### src/rtl/mcc_pkg.sv
package mcc_pkg;

  typedef enum logic [3:0] {
    ST_FETCH  = 4'd0,
    ST_DECODE = 4'd1,
    ST_ADDR   = 4'd2,
    ST_RDMEM  = 4'd3,
    ST_LDWB   = 4'd4,
    ST_WRMEM  = 4'd5,
    ST_EXEC   = 4'd6,
    ST_ALUWB  = 4'd7,
    ST_BRANCH = 4'd8,
    ST_JUMP   = 4'd9
  } state_e;

  typedef enum logic [2:0] {
    CL_LOAD  = 3'd0,
    CL_STORE = 3'd1,
    CL_ARITH = 3'd2,
    CL_BEQ   = 3'd3,
    CL_JUMP  = 3'd4,
    CL_NONE  = 3'd5
  } iclass_e;

  localparam int NUM_CLASSES = 5;

  typedef struct packed {
    logic       mem_rd;
    logic       mem_wr;
    logic       addr_sel;
    logic       ir_wr;
    logic       alu_a_sel;
    logic [1:0] alu_b_sel;
    logic [1:0] alu_op;
    logic [1:0] pc_src;
    logic       pc_wr;
    logic       pc_wr_cond;
    logic       reg_dst;
    logic       wb_sel;
    logic       reg_wr;
  } ctrl_t;

  localparam logic [1:0] BSEL_REG   = 2'b00;
  localparam logic [1:0] BSEL_FOUR  = 2'b01;
  localparam logic [1:0] BSEL_IMM   = 2'b10;
  localparam logic [1:0] BSEL_IMMSH = 2'b11;

  localparam logic [1:0] AOP_ADD  = 2'b00;
  localparam logic [1:0] AOP_SUB  = 2'b01;
  localparam logic [1:0] AOP_FUNC = 2'b10;

  localparam logic [1:0] PSRC_ALU  = 2'b00;
  localparam logic [1:0] PSRC_HELD = 2'b01;
  localparam logic [1:0] PSRC_JMP  = 2'b10;

endpackage

### src/rtl/mcc_rst_sync.sv
module mcc_rst_sync #(
  parameter int STAGES = 2
) (
  input  logic clk,
  input  logic rst_n,
  output logic rst_sync_n
);
  logic [STAGES-1:0] chain_q;

  always_ff @(posedge clk or negedge rst_n) begin
    if (!rst_n) chain_q <= '0;
    else        chain_q <= {chain_q[STAGES-2:0], 1'b1};
  end

  assign rst_sync_n = chain_q[STAGES-1];
endmodule

### src/rtl/mcc_opdecode.sv
module mcc_opdecode
  import mcc_pkg::*;
#(
  parameter int              OPW      = 6,
  parameter logic [OPW-1:0]  OP_LOAD  = 6'h23,
  parameter logic [OPW-1:0]  OP_STORE = 6'h2B,
  parameter logic [OPW-1:0]  OP_ARITH = 6'h00,
  parameter logic [OPW-1:0]  OP_BEQ   = 6'h04,
  parameter logic [OPW-1:0]  OP_JUMP  = 6'h02
) (
  input  logic [OPW-1:0] opcode,
  output iclass_e        iclass
);
  localparam logic [OPW-1:0] CODES [NUM_CLASSES] =
    '{OP_LOAD, OP_STORE, OP_ARITH, OP_BEQ, OP_JUMP};

  logic [NUM_CLASSES-1:0] hit;

  genvar gi;
  generate
    for (gi = 0; gi < NUM_CLASSES; gi++) begin : g_match
      assign hit[gi] = (opcode == CODES[gi]);
    end
  endgenerate

  always_comb begin
    iclass = CL_NONE;
    for (int i = NUM_CLASSES - 1; i >= 0; i--) begin
      if (hit[i]) iclass = iclass_e'(i[2:0]);
    end
  end
endmodule

### src/rtl/mcc_next_state.sv
module mcc_next_state
  import mcc_pkg::*;
(
  input  state_e  state,
  input  iclass_e iclass,
  output state_e  state_nxt
);
  always_comb begin
    state_nxt = ST_FETCH;
    unique case (state)
      ST_FETCH:  state_nxt = ST_DECODE;
      ST_DECODE: begin
        case (iclass)
          CL_LOAD, CL_STORE: state_nxt = ST_ADDR;
          CL_ARITH:          state_nxt = ST_EXEC;
          CL_BEQ:            state_nxt = ST_BRANCH;
          CL_JUMP:           state_nxt = ST_JUMP;
          default:           state_nxt = ST_FETCH;
        endcase
      end
      ST_ADDR: begin
        case (iclass)
          CL_LOAD:  state_nxt = ST_RDMEM;
          CL_STORE: state_nxt = ST_WRMEM;
          default:  state_nxt = ST_FETCH;
        endcase
      end
      ST_RDMEM: state_nxt = ST_LDWB;
      ST_EXEC:  state_nxt = ST_ALUWB;
      default:  state_nxt = ST_FETCH;
    endcase
  end
endmodule

### src/rtl/mcc_ctrl_decode.sv
module mcc_ctrl_decode
  import mcc_pkg::*;
(
  input  state_e state,
  output ctrl_t  ctrl
);
  always_comb begin
    ctrl = '0;
    unique case (state)
      ST_FETCH: begin
        ctrl.mem_rd    = 1'b1;
        ctrl.ir_wr     = 1'b1;
        ctrl.pc_wr     = 1'b1;
        ctrl.alu_b_sel = BSEL_FOUR;
        ctrl.alu_op    = AOP_ADD;
        ctrl.pc_src    = PSRC_ALU;
      end
      ST_DECODE: begin
        ctrl.alu_b_sel = BSEL_IMMSH;
        ctrl.alu_op    = AOP_ADD;
      end
      ST_ADDR: begin
        ctrl.alu_a_sel = 1'b1;
        ctrl.alu_b_sel = BSEL_IMM;
        ctrl.alu_op    = AOP_ADD;
      end
      ST_RDMEM: begin
        ctrl.mem_rd   = 1'b1;
        ctrl.addr_sel = 1'b1;
      end
      ST_LDWB: begin
        ctrl.reg_wr  = 1'b1;
        ctrl.wb_sel  = 1'b1;
        ctrl.reg_dst = 1'b0;
      end
      ST_WRMEM: begin
        ctrl.mem_wr   = 1'b1;
        ctrl.addr_sel = 1'b1;
      end
      ST_EXEC: begin
        ctrl.alu_a_sel = 1'b1;
        ctrl.alu_b_sel = BSEL_REG;
        ctrl.alu_op    = AOP_FUNC;
      end
      ST_ALUWB: begin
        ctrl.reg_wr  = 1'b1;
        ctrl.reg_dst = 1'b1;
        ctrl.wb_sel  = 1'b0;
      end
      ST_BRANCH: begin
        ctrl.alu_a_sel  = 1'b1;
        ctrl.alu_b_sel  = BSEL_REG;
        ctrl.alu_op     = AOP_SUB;
        ctrl.pc_src     = PSRC_HELD;
        ctrl.pc_wr_cond = 1'b1;
      end
      ST_JUMP: begin
        ctrl.pc_wr  = 1'b1;
        ctrl.pc_src = PSRC_JMP;
      end
      default: ctrl = '0;
    endcase
  end
endmodule

### src/rtl/mc_ctrl_fsm.sv
module mc_ctrl_fsm
  import mcc_pkg::*;
#(
  parameter int             OPW        = 6,
  parameter int             RST_STAGES = 2,
  parameter logic [OPW-1:0] OP_LOAD    = 6'h23,
  parameter logic [OPW-1:0] OP_STORE   = 6'h2B,
  parameter logic [OPW-1:0] OP_ARITH   = 6'h00,
  parameter logic [OPW-1:0] OP_BEQ     = 6'h04,
  parameter logic [OPW-1:0] OP_JUMP    = 6'h02
) (
  input  logic           clk,
  input  logic           rst_n,
  input  logic [OPW-1:0] opcode,
  output logic           mem_rd,
  output logic           mem_wr,
  output logic           addr_sel,
  output logic           ir_wr,
  output logic           alu_a_sel,
  output logic [1:0]     alu_b_sel,
  output logic [1:0]     alu_op,
  output logic [1:0]     pc_src,
  output logic           pc_wr,
  output logic           pc_wr_cond,
  output logic           reg_dst,
  output logic           wb_sel,
  output logic           reg_wr
);
  logic    rst_q_n;
  state_e  state_q;
  state_e  state_d;
  iclass_e iclass;
  ctrl_t   ctrl;

  mcc_rst_sync #(.STAGES(RST_STAGES)) u_rst_sync (
    .clk        (clk),
    .rst_n      (rst_n),
    .rst_sync_n (rst_q_n)
  );

  mcc_opdecode #(
    .OPW      (OPW),
    .OP_LOAD  (OP_LOAD),
    .OP_STORE (OP_STORE),
    .OP_ARITH (OP_ARITH),
    .OP_BEQ   (OP_BEQ),
    .OP_JUMP  (OP_JUMP)
  ) u_opdecode (
    .opcode (opcode),
    .iclass (iclass)
  );

  mcc_next_state u_next (
    .state     (state_q),
    .iclass    (iclass),
    .state_nxt (state_d)
  );

  always_ff @(posedge clk or negedge rst_q_n) begin
    if (!rst_q_n) state_q <= ST_FETCH;
    else          state_q <= state_d;
  end

  mcc_ctrl_decode u_ctrl (
    .state (state_q),
    .ctrl  (ctrl)
  );

  assign mem_rd     = ctrl.mem_rd;
  assign mem_wr     = ctrl.mem_wr;
  assign addr_sel   = ctrl.addr_sel;
  assign ir_wr      = ctrl.ir_wr;
  assign alu_a_sel  = ctrl.alu_a_sel;
  assign alu_b_sel  = ctrl.alu_b_sel;
  assign alu_op     = ctrl.alu_op;
  assign pc_src     = ctrl.pc_src;
  assign pc_wr      = ctrl.pc_wr;
  assign pc_wr_cond = ctrl.pc_wr_cond;
  assign reg_dst    = ctrl.reg_dst;
  assign wb_sel     = ctrl.wb_sel;
  assign reg_wr     = ctrl.reg_wr;
endmodule

### config.mk
export PLATFORM = sky130hd
export DESIGN_NAME = mc_ctrl_fsm
export DESIGN_NICKNAME = d
export VERILOG_FILES = /design/src/rtl/mcc_pkg.sv /design/src/rtl/mcc_rst_sync.sv /design/src/rtl/mcc_opdecode.sv /design/src/rtl/mcc_next_state.sv /design/src/rtl/mcc_ctrl_decode.sv /design/src/rtl/mc_ctrl_fsm.sv
export SDC_FILE = /design/constraint.sdc
export NUM_CORES = 1
export LEC_CHECK = 0
export ABC_AREA = 1
export BUFFER_PORTS_ARGS = -buffer_cell sky130_fd_sc_hd__buf_2
export CAP_MARGIN = 20
export CORE_AREA = 2 2 39 41
export CTS_CLUSTER_DIAMETER = 200
export DETAILED_ROUTE_END_ITERATION = 8
export DIE_AREA = 0 0 41 43
export GPL_ROUTABILITY_DRIVEN = 0
export PLACE_DENSITY_LB_ADDON = 0.1
export SETUP_SLACK_MARGIN = 0.5
export SLEW_MARGIN = 30
export SYNTH_ARGS = -nofsm -noshare
export SYNTH_HDL_FRONTEND = slang
export SYNTH_SLANG_ARGS = --single-unit
### constraint.sdc
create_clock -name clk -period 1.7 [get_ports clk]
set_input_delay 0.17 -clock clk [delete_from_list [all_inputs] [get_ports clk]]
set_output_delay 0.17 -clock clk [all_outputs]
set_load 0.01 [all_outputs]
Word-level counts from Yosys, hierarchy flattened
Cells that the tools add are included.
- register bits after elaboration: 6
- latch bits: 0
- bits in writable memories: 0
- memory bits (read-only): 0
- input bits: 8
- output and inout port bits: 16
- word-level logic and storage cells: 45
- memories: 0
- add/sub/neg operators: 0
- multiply operators: 0
- div/mod/pow operators: 0
- magnitude comparators: 0
- equal/unequal tests: 17
- shift-type cells: 0
- multiplexer cells: 18
- bitwise logic cells: 0
- reduce and logical (&&, ||, !) cells: 8
- operators with widths (kind ; number):
    $pmux 4 s5 ; 2
    $eq 4x3->1 const B ; 4
    $pmux 4 s4 ; 1
    $eq 6x6->1 const B ; 2
    $mux 3 ; 4
    $pmux 3 s2 ; 2
    $eq 4x2->1 const B ; 2
    $eq 4x4->1 const B ; 2
    $mux 1 ; 8
    $reduce_or 2->1 ; 4
    $eq 3x2->1 const B ; 2
    $eq 6x2->1 const B ; 1
    $eq 6x3->1 const B ; 1
    $logic_not 6->1 ; 1
    $eq 4x1->1 const B ; 1
    $logic_not 4->1 ; 1
    $pmux 2 s2 ; 1
    $eq 3x1->1 const B ; 1
    $eq 3x3->1 const B ; 1
    $logic_not 3->1 ; 1
    $reduce_or 3->1 ; 1

Depth between registers and ports, before layout
Gate-level depths: netlist (run 1).
- depth after elaboration: 10
- gate-level depth with buffers: 6
- mapped depth without buffers: 6

Hierarchy
A second synthesis (run 1) with hierarchy kept.
- cells, all modules: 95
- area, all modules: 543.0 um^2
- modules (own cells, without submodules) (module ; instances ; cells an instance ; area an instance (um^2) ; sequential area each (um^2)):
    mcc_next_state ; 1 ; 37 ; 176.4 ; 0.0
    mcc_ctrl_decode ; 1 ; 35 ; 145.1 ; 0.0
    mc_ctrl_fsm ; 1 ; 4 ; 100.1 ; 100.1
    mcc_opdecode ; 1 ; 16 ; 67.6 ; 0.0
    mcc_rst_sync ; 1 ; 3 ; 53.8 ; 50.0

Worst setup path after synthesis (run 1)
OpenSTA, ideal clock, no wires.
- kind: reg2out
- from: reg state_q[0]
- to: out pc_src[0]
- arrival: 992 ps
- required time: 1530 ps
- path slack: 538 ps
- stages on the path, launching flop included: 5
- path buffers: 1
- cell sequence: dfrtp_1 nor2_1 inv_1 nor2_1 buf_4
- cells in the longest elaborated chain, start to end: 2
- elaborated cells on any way between the ends: 3
- those cells by class: eq/ne: 2; mux: 1
- RTL lines (item ; line ; text):
    from (decl) ; mc_ctrl_fsm.sv:30 ; state_e state_q;
    from (signal assigned) ; mc_ctrl_fsm.sv:61 ; else state_q <= state_d;
    $eq 4x4->1 ; mcc_ctrl_decode.sv:9 ; unique case (state)
    $pmux 2 s2 * ; mcc_ctrl_decode.sv:9 ;
    to (decl) ; mc_ctrl_fsm.sv:22 ; output logic [1:0] pc_src,
Mark *: on every way between the ends. The rest lies on a longest branch, timed or not.

Worst setup path in the final report (run 1)
- from: reg state_q[3]
- to: out alu_b_sel[1]
- cells in the longest elaborated chain, start to end: 2
- elaborated cells on any way between the ends: 6
- those cells by class: eq/ne: 4; mux: 1; reduce/logical: 1
- RTL lines (item ; line ; text):
    $eq 4x4->1 (tied with other cells) ; mcc_ctrl_decode.sv:9 ;
    $pmux 4 s5 * ; mcc_ctrl_decode.sv:9 ;
    to (decl) ; mc_ctrl_fsm.sv:20 ; output logic [1:0] alu_b_sel,
Marked as above.

==> results of run 1 <==
==> worst max-delay path, delay by kind of cell, from the launching register on <==
kind | cells | cell delay (ns)
buffers and inverters | 3 | 0.36
AO/OA/AOI/OAI | 1 | 0.09
flip-flops | 1 | 0.43
AND/OR/NAND/NOR | 1 | 0.08
==> worst min-delay path by stage <==
stage / cells after the start / end / startpoint / slack, ns
floorplan: 0 / u_rst_sync.chain_q[0]$_DFF_PN0_ / rst_n / -0.13
global placement: 1 / u_rst_sync.chain_q[1]$_DFF_PN0_ / rst_n / -0.04
detailed placement: 1 / u_rst_sync.chain_q[0]$_DFF_PN0_ / rst_n / -0.04
CTS: 0 / state_q[2]$_DFF_PN0_ / u_rst_sync.chain_q[1]$_DFF_PN0_ / 0.06
global route: 0 / state_q[2]$_DFF_PN0_ / u_rst_sync.chain_q[1]$_DFF_PN0_ / 0.07
finish: 0 / state_q[1]$_DFF_PN0_ / u_rst_sync.chain_q[1]$_DFF_PN0_ / 0.05
==> power by group through the flow <==
stage	registers (mW)	logic, mW	clock network, mW
2_1_floorplan	0.181	0.195	0
4_1_cts	0.191	0.383	0.134
3_3_place_gp	0.187	0.298	0
6_report	0.192	0.405	0.125
3_5_place_dp	0.186	0.298	0
5_1_grt	0.194	0.442	0.144
==> final cells by class <==
class,instances,area share (%)
clock buffers,3,2.89
inverters,14,7.07
multi-input cells,60,44.2
flip-flops and latches,6,19.8
repair buffers,30,23.5
well taps,16,2.57
==> logic make-up after synthesis <==
kind of cell	Yosys count	synth area share (%)
AOI/OAI and AO/OA	5	5.14
buffers and inverters	15	11.7
and+or+nand+nor	54	53.1
DFF	6	29.3
other	1	0.733
==> flip-flops by register name, summed over array words and instances (netlist names) <==
| signal | cells |
|---|---|
| u_rst_sync.chain_q | 2 |
| state_q | 4 |
==> per-layer routing <==
layer / GRT usage [%] / up-vias / part of all wire, %
li1: - / 318 / -
met1: 17.3 / 268 / 40
met2: 24.7 / 18 / 55
met3: 6.28 / 0 / 4.5
met4: 6.00 / 0 / 0
met5: 0 / - / 0
==> per-stage QoR <==
step                setup WS [ns]  utilization, %  std cells
floorplan                   0.538               -         81
global placement            0.535            46.2        119
detailed placement          0.502            46.2        119
CTS                         0.345            52.7        126
global route                0.272            56.2        129
finish                      0.319            56.2        129
==> cell usage in the layout (no fill, tap or decap), types with 4 or more instances in the layout <==
cell type,n
nand2_2,5
nand2_1,10
nor2_1,13
nor2_4,6
inv_2,4
buf_4,5
inv_1,9
buf_2,23
nand3_1,12
==> timing repair <==
action	in CTS	in global routing
resized for setup	16	7
buffers inserted	3	3
pin swaps	0	5
endpoints found under the setup margin	16	17
endpoints found under the hold margin	2	0
hold buffers	1	0
==> impl_metrics.env, run 1 <==
export IMPL_cp_required_ns=1.53
export IMPL_area_growth_pct=52.1
export IMPL_synth_async_reset_ratio_pct=100
export IMPL_dpl_cell_area_um2=639
export IMPL_syn_area_um2=512
export IMPL_cts_buffers_inserted=3
export IMPL_crit_chain="inv_2, nand2_4, buf_12, a21oi_2, buf_2"
export IMPL_regToRegSetupSlack_ns=0.58
export IMPL_grt_max_degree=7
export IMPL_synthTopCellsByCount="nor2_1 (18), inv_1 (13), nand2_1 (13)"
export IMPL_final_cell_area_um2=778
export IMPL_final_hold_viol_count=0
export IMPL_die_w_um=41
export IMPL_dp_hpwl_um=963
export IMPL_slew_viol_final=0
export IMPL_crit_type="register to output pin"
export IMPL_r2r_end="state_q[3]$_DFF_PN0_"
export IMPL_hold_slack_ns=0.0478
export IMPL_grt_pass1_wl_um=1800
export IMPL_startpoint="state_q[3]$_DFF_PN0_"
export IMPL_drv_cap=0
export IMPL_r2r_start="state_q[0]$_DFF_PN0_"
export IMPL_power_mw=0.723
export IMPL_reg2reg_depth=6
export IMPL_syn_avg_cell_area_um2=6.32
export IMPL_min_path_type="register to asynchronous set/reset pin"
export IMPL_power_density_mw_per_mm2=929
export IMPL_nets=123
export IMPL_multi_input_area_um2=344
export IMPL_start_kind="register"
export IMPL_synthFlopType="dfrtp_1"
export IMPL_yosysWarnings=0
export IMPL_p_int_mw=0.421
export IMPL_core_area_mm2=0.00138
export IMPL_diodes=0
export IMPL_wl_um=1210
export IMPL_synth_seq_cells=6
export IMPL_seqPwrFrac_pct=26.6
export IMPL_wire_per_inst_um=9.41
export IMPL_drive_above_1_share_pct=51.3
export IMPL_start_util_pct=37.0
export IMPL_yosysTopAreaCell="dfrtp_1"
export IMPL_p_clk_share_pct=17.4
export IMPL_synth_top_area_share_pct=29.3
export IMPL_first_iter_violations=8
export IMPL_status="finished clean"
export IMPL_track_usage_pct=15.4
export IMPL_via_count=604
export IMPL_first_pass_iters=4
export IMPL_die_area_mm2=0.00176
export IMPL_ys_seq_area_share_pct=29.3
export IMPL_final_setup_tns_ns=0
export IMPL_fmax_mhz=724
export IMPL_synth_cell_types=16
export IMPL_fp_row_count=14
export IMPL_io_pins=24
export IMPL_syn_instance_count=81
export IMPL_critPathMaxStageDelay_ns=0.43
export IMPL_rsz0062_at_grt="yes"
export IMPL_grt_pass1_vias=474
export IMPL_cts_sinks=6
export IMPL_cp_slowest_cell="dfrtp_2"
export IMPL_synth_area_leaders="dfrtp_1 (29%), nor2_1 (13%), nand3_1 (12%)"
export IMPL_synthesis_nets=89
export IMPL_power_switching_mw=0.301
export IMPL_cts_reportedPaths_clkPinSlew_ns=0.04
export IMPL_portBuffers=23
export IMPL_p_comb_share_pct=56.1
export IMPL_cts_tree="built"
export IMPL_routed_via_density=4.68
export IMPL_fin_skew_ns=0.00202
export IMPL_p_leak_nw=0.411
export IMPL_nFillCells=149
export IMPL_ctsLongestPathBuffers=2
export IMPL_die_h_um=43
export IMPL_gr_total_overflow=0
export IMPL_cp_data_arrival_time_ns=1.21
export IMPL_cts_root_buf="clkbuf_4"
export IMPL_path_max_fanout=4
export IMPL_cp_end_kind="output pin"
export IMPL_grt_antenna_before_repair=0
export IMPL_ant_nets=0
export IMPL_htree_num_levels=1
export IMPL_synth_most_common_cell="nor2_1"
export IMPL_clk_latency_ns=0.24
export IMPL_finalSetupViolations=0
export IMPL_register_area_um2=154
export IMPL_crit_path_end="alu_b_sel[1]"
export IMPL_synth_edf_count=0
export IMPL_period_minus_slack_ns=1.38
export IMPL_irDropWorstVdd_mv=0.449
export IMPL_post_route_period_util_pct=81.2
export IMPL_drc_errors=0
export IMPL_switching_share_pct=41.7
No activity file was read; power rests on OpenSTA's default activity.
==> inputs of run 2 (changes only) <==
ABC_AREA = 0   (was 1)
clock period = 1.25 ns   (was 1.7 ns; I/O delays follow)
==> impl_metrics.env, run 2 <==
export IMPL_fp_row_count=14
export IMPL_period_minus_slack_ns=1.49
export IMPL_final_setup_tns_ns=-2.17
export IMPL_nets=109
export IMPL_regMostFlops="state_q"
export IMPL_hold_slack_ns=0.0465
export IMPL_synthTopCellsByCount="nor2_1 (9), dfrtp_1 (6), nand2b_1 (5)"
export IMPL_gr_total_overflow=0
export IMPL_drv_cap=0
export IMPL_die_h_um=43
export IMPL_final_hold_viol_count=0
export IMPL_grt_max_degree=10
export IMPL_cts_tree="built"
export IMPL_seqPwrFrac_pct=22.3
export IMPL_area_growth_pct=110
export IMPL_cts_buffers_inserted=3
export IMPL_portBuffers=23
export IMPL_ant_nets=0
export IMPL_synthesis_nets=62
export IMPL_htree_num_levels=1
export IMPL_slew_viol_final=0
export IMPL_synth_top_area_share_pct=32.0
export IMPL_first_iter_violations=3
export IMPL_ctsLongestPathBuffers=2
export IMPL_grt_pass1_wl_um=1980
export IMPL_wl_um=1410
export IMPL_yosysTopAreaCell="dfrtp_1"
export IMPL_power_density_mw_per_mm2=1260
export IMPL_drc_errors=0
export IMPL_cp_data_arrival_time_ns=1.36
export IMPL_post_route_period_util_pct=119
export IMPL_cp_end_kind="output pin"
export IMPL_via_count=567
export IMPL_die_w_um=41
export IMPL_path_max_fanout=6
export IMPL_synth_async_reset_ratio_pct=100
export IMPL_p_clk_share_pct=14.2
export IMPL_final_cell_mix="buf_2 (19), buf_6 (16), buf_4 (9), nand2b_4 (5), dfrtp_2 (4)"
export IMPL_power_switching_mw=0.456
export IMPL_syn_area_um2=469
export IMPL_yosysWarnings=0
export IMPL_grt_pass1_vias=496
export IMPL_switching_share_pct=36.7
export IMPL_dp_hpwl_um=911
export IMPL_cts_reportedPaths_clkPinSlew_ns=0.05
export IMPL_start_kind="register"
export IMPL_largest_reg_flops=4
export IMPL_track_usage_pct=16.0
export IMPL_cp_required_ns=1.12
export IMPL_dr_wl_met3_um=81
export IMPL_place_inst=100
export IMPL_ys_seq_area_share_pct=32.0
export IMPL_status="complete, but fails checks"
export IMPL_routed_top_layer="met4"
export IMPL_fin_skew_ns=0.00801
export IMPL_grt_antenna_before_repair=0
export IMPL_rsz0062_at_grt="yes"
export IMPL_final_cell_area_um2=983
export IMPL_clk_latency_ns=0.24
export IMPL_crit_type="register to output pin"
export IMPL_die_area_mm2=0.00176
export IMPL_synthFlopType="dfrtp_1"
export IMPL_first_pass_iters=2
export IMPL_synth_area_leaders="dfrtp_1 (32%), nor2_1 (7.2%), nand2b_1 (6.7%)"
export IMPL_routed_via_density=4.93
export IMPL_synth_seq_cells=6
export IMPL_synth_most_common_cell="nor2_1"
export IMPL_diodes=0
export IMPL_irDropWorstVdd_mv=0.960
export IMPL_dr_wl_met2_um=768
export IMPL_wire_per_inst_um=12.3
export IMPL_fmax_mhz=672
export IMPL_dpl_cell_area_um2=703
export IMPL_dp_worst_setup_slack_ns=-0.00222
export IMPL_synth_cell_types=28
export IMPL_cts_sinks=6
export IMPL_wl_met1_um=549
export IMPL_io_pins=24
export IMPL_min_path_type="register to asynchronous set/reset pin"
export IMPL_drive_above_1_share_pct=78.8
export IMPL_p_comb_share_pct=63.5
export IMPL_syn_avg_cell_area_um2=8.69
export IMPL_setup_slack_ns=-0.238
export IMPL_synth_edf_count=0
export IMPL_cts_root_buf="clkbuf_4"
export IMPL_violations="setup timing"
export IMPL_top_regs="state_q x4, u_rst_sync.chain_q x2"
export IMPL_final_cells=115
export IMPL_start_util_pct=33.9
export IMPL_final_common_cell="buf_2"
export IMPL_syn_instance_count=54
export IMPL_core_area_mm2=0.00138
export IMPL_p_int_mw=0.785
export IMPL_p_leak_nw=0.449
export IMPL_finalSetupViolations=19
==> run 2: changes by cell type in the layout (fill, tap and decap cells not counted), sizes merged, moves of 2 or more <==
cell    change
or2         +2
inv        -14
nand2      -15
nor2b       +4
nor2       -13
a41oi       +2
nand3      -10
nand2b      +5
nor3        +4
buf        +15
==> run 2: layout make-up <==
cell class	instances	area, µm²
Fill cell	110	400
Clock buffer	3	22.5
Timing Repair Buffer	45	353
Multi-Input combinational cell	45	433
Tap cell	16	20.0
Sequential cell	6	155
==> run 2: cells by family (layout without fill, tap and decap cells) <==
logic type | count (synthesis) | after routing | share of synthesized area [%]
multiplexers | 1 | 1 | 2.40
flip-flops | 6 | 6 | 32.0
AO/OA/AOI/OAI | 8 | 8 | 13.9
buffers and inverters | 3 | 48 | 4.80
XOR/XNOR | 1 | 1 | 1.87
other | 1 | 1 | 0.799
AND/OR/NAND/NOR | 34 | 34 | 44.3
==> run 2: power groups by stage <==
stage,registers (mW),clock network (mW),logic (mW)
floorplan,0.250,0,0.361
global placement,0.275,0,0.497
detailed placement,0.275,0,0.496
CTS,0.276,0.184,0.536
global route,0.281,0.197,0.855
finish,0.277,0.176,0.788
==> run 2: routing by layer <==
metal	vias up	GRT usage, %
met1	261	17.8
met4	0	4.00
met3	2	5.24
met5	-	0
met2	21	27.5
li1	283	-
==> run 2: path summary, 6_finish.rpt <==
path	to	from	slack [ns]	cells past startpoint
setup / recovery	alu_a_sel	state_q[2]$_DFF_PN0_	-0.24	4
hold / removal	state_q[1]$_DFF_PN0_	u_rst_sync.chain_q[1]$_DFF_PN0_	0.05	0
setup reg to reg	state_q[2]$_DFF_PN0_	state_q[0]$_DFF_PN0_	-0.09	5
hold reg to reg	state_q[1]$_DFF_PN0_	u_rst_sync.chain_q[1]$_DFF_PN0_	0.05	0
max in group asynchronous	u_rst_sync.chain_q[0]$_DFF_PN0_	rst_n	0.93	2
min in group clk	state_q[3]$_DFF_PN0_	opcode[5]	0.17	4
==> run 2: worst max-delay path, cell delays in order, from the launching register on <==
cell,delay (ns)
dfrtp_2,0.45
nand2b_4,0.18
mux2_2,0.28
nor2_2,0.09
buf_2,0.13
==> run 2: through the flow <==
step / util [%] / total power [mW]
after CTS: 59.5 / 0.996
after global routing: 71.1 / 1.33
after detailed placement: 50.8 / 0.771
after floorplan: - / 0.611
after global placement: 50.8 / 0.772
final: 71.1 / 1.24
==> run 2: repair_timing <==
action	CTS	global route
pin swaps	6	7
endpoints found under the setup margin	20	20
buffers inserted	5	6
hold buffers	1	0
gates resized for setup	13	28
hold endpoints to repair	2	0
cloned	0	0
==> inputs of run 3 (changes only) <==
BUFFER_PORTS_ARGS = -buffer_cell sky130_fd_sc_hd__clkbuf_2   (was -buffer_cell sky130_fd_sc_hd__buf_2)
==> impl_metrics.env, run 3 (synthesis results as in run 2) <==
export IMPL_status="complete, but fails checks"
export IMPL_reg2reg_depth=6
export IMPL_setup_slack_ns=-0.188
export IMPL_first_pass_iters=3
export IMPL_fp_row_count=14
export IMPL_cp_required_ns=1.12
export IMPL_wl_um=1260
export IMPL_cts_buffers_inserted=3
export IMPL_first_iter_violations=2
export IMPL_grt_pass1_vias=481
export IMPL_largest_reg_flops=4
export IMPL_core_area_mm2=0.00138
export IMPL_violations="setup timing"
export IMPL_post_route_period_util_pct=115
export IMPL_finalSetupViolations=19
export IMPL_busiest_layer="met2"
export IMPL_top_regs="state_q x4, u_rst_sync.chain_q x2"
export IMPL_p_leak_nw=0.408
export IMPL_grt_pass1_wl_um=1930
export IMPL_ctsLongestPathBuffers=2
export IMPL_grt_antenna_before_repair=0
export IMPL_clk_latency_ns=0.24
export IMPL_drv_cap=0
export IMPL_rsz0062_at_grt="yes"
export IMPL_power_density_mw_per_mm2=1210
export IMPL_die_h_um=43
export IMPL_final_cell_mix="clkbuf_2 (11), buf_4 (11), buf_2 (10), buf_6 (9), nor2_2 (5)"
export IMPL_portBuffers=23
export IMPL_dp_hpwl_um=915
export IMPL_cts_tree="built"
export IMPL_io_pins=24
export IMPL_cts_root_buf="clkbuf_4"
export IMPL_track_usage_pct=16.2
export IMPL_irDropWorstVdd_mv=0.900
export IMPL_fin_skew_ns=0.00528
export IMPL_ant_nets=0
export IMPL_register_area_um2=155
export IMPL_wire_per_inst_um=11.2
export IMPL_die_area_mm2=0.00176
export IMPL_nFillCells=133
export IMPL_cts_reportedPaths_clkPinSlew_ns=0.05
export IMPL_slew_viol_final=0
export IMPL_die_w_um=41
export IMPL_drc_errors=0
export IMPL_met3_usage_pct=3.14
export IMPL_via_count=548
export IMPL_path_max_fanout=6
export IMPL_fmax_mhz=695
export IMPL_cp_data_arrival_time_ns=1.31
export IMPL_cts_sinks=6
export IMPL_final_setup_tns_ns=-2.41
export IMPL_period_minus_slack_ns=1.44
export IMPL_htree_num_levels=1
export IMPL_use_met1_pct=19.5
export IMPL_cp_end_kind="output pin"
export IMPL_area_growth_pct=89.3
export IMPL_regMostFlops="state_q"
export IMPL_use_met2_pct=25.9
export IMPL_gr_total_overflow=0
export IMPL_multi_input_area_um2=392
export IMPL_grt_max_degree=9
export IMPL_crit_type="register to output pin"
export IMPL_start_kind="register"
export IMPL_nets=106
export IMPL_min_path_type="register to asynchronous set/reset pin"
export IMPL_start_util_pct=33.9
export IMPL_diodes=0
export IMPL_final_hold_viol_count=0
export IMPL_post_route_util_pct=64.2
export IMPL_routed_via_density=4.89
export IMPL_drive_above_1_share_pct=72.9
==> run 3: cell count changes in the layout (fill, tap and decap cells not counted), moves of 2 or more <==
cell      before  now
clkbuf_2       0   11
buf_2         19   10
buf_6         16    9
buf_4          9   11
nor2_2         3    5
nor2_4         3    1
==> run 3: final cells by class <==
cell class / count / area share, %
flip-flops and latches: 6 / 17.5
well taps: 16 / 2.25
repair buffers: 42 / 33.7
clock buffers: 3 / 2.54
multi-input cells: 45 / 44.1
==> run 3: per-stage QoR <==
stage | hold slack [ns] | power, mW | area (µm²) | instances | worst slack [ns]
finish | 0.0512 | 1.08 | 888 | 112 | -0.188
global route | 0.0684 | 1.17 | 888 | 112 | -0.259
CTS | 0.0566 | 1.05 | 853 | 111 | -0.212
detailed placement | -0.0879 | 0.803 | 718 | 102 | -0.0147
global placement | -0.0897 | 0.798 | 718 | 102 | 0.0255
floorplan | -0.171 | 0.611 | 523 | 54 | 0.0399
==> run 3: layer usage <==
layer	wire [µm]	share of wire, %
met4	16	1.3
met5	0	0
met1	515	41
met3	77	6.1
met2	649	52
==> run 3: what timing repair did <==
action	in CTS	in global routing
setup buffers	5	1
endpoints found under the hold margin	2	0
resized for setup	15	19
hold buffers	1	0
endpoints found under the setup margin	20	20
pin swaps	6	3
==> run 3: final timing paths <==
path	slack, ns	end	start
max reg2reg	-0.15	state_q[1]$_DFF_PN0_	state_q[2]$_DFF_PN0_
min	0.05	state_q[1]$_DFF_PN0_	u_rst_sync.chain_q[1]$_DFF_PN0_
max in group asynchronous	0.94	u_rst_sync.chain_q[0]$_DFF_PN0_	rst_n
max	-0.19	reg_dst	state_q[2]$_DFF_PN0_
min in group clk	0.17	state_q[3]$_DFF_PN0_	opcode[2]
min reg2reg	0.05	state_q[1]$_DFF_PN0_	u_rst_sync.chain_q[1]$_DFF_PN0_
==> run 3: worst max-delay path, cell delays in order (launching register included) <==
cell and delay [ns]:
dfrtp_2 0.43, buf_4 0.14, buf_6 0.11, buf_6 0.11
and4b_1 0.16, clkbuf_2 0.12
==> run 3: power by group <==
part	total (mW)	internal (mW)	switching, mW
Combinational	0.628	0.338	0.290
Clock	0.176	0.108	0.0677
Sequential	0.272	0.222	0.0499
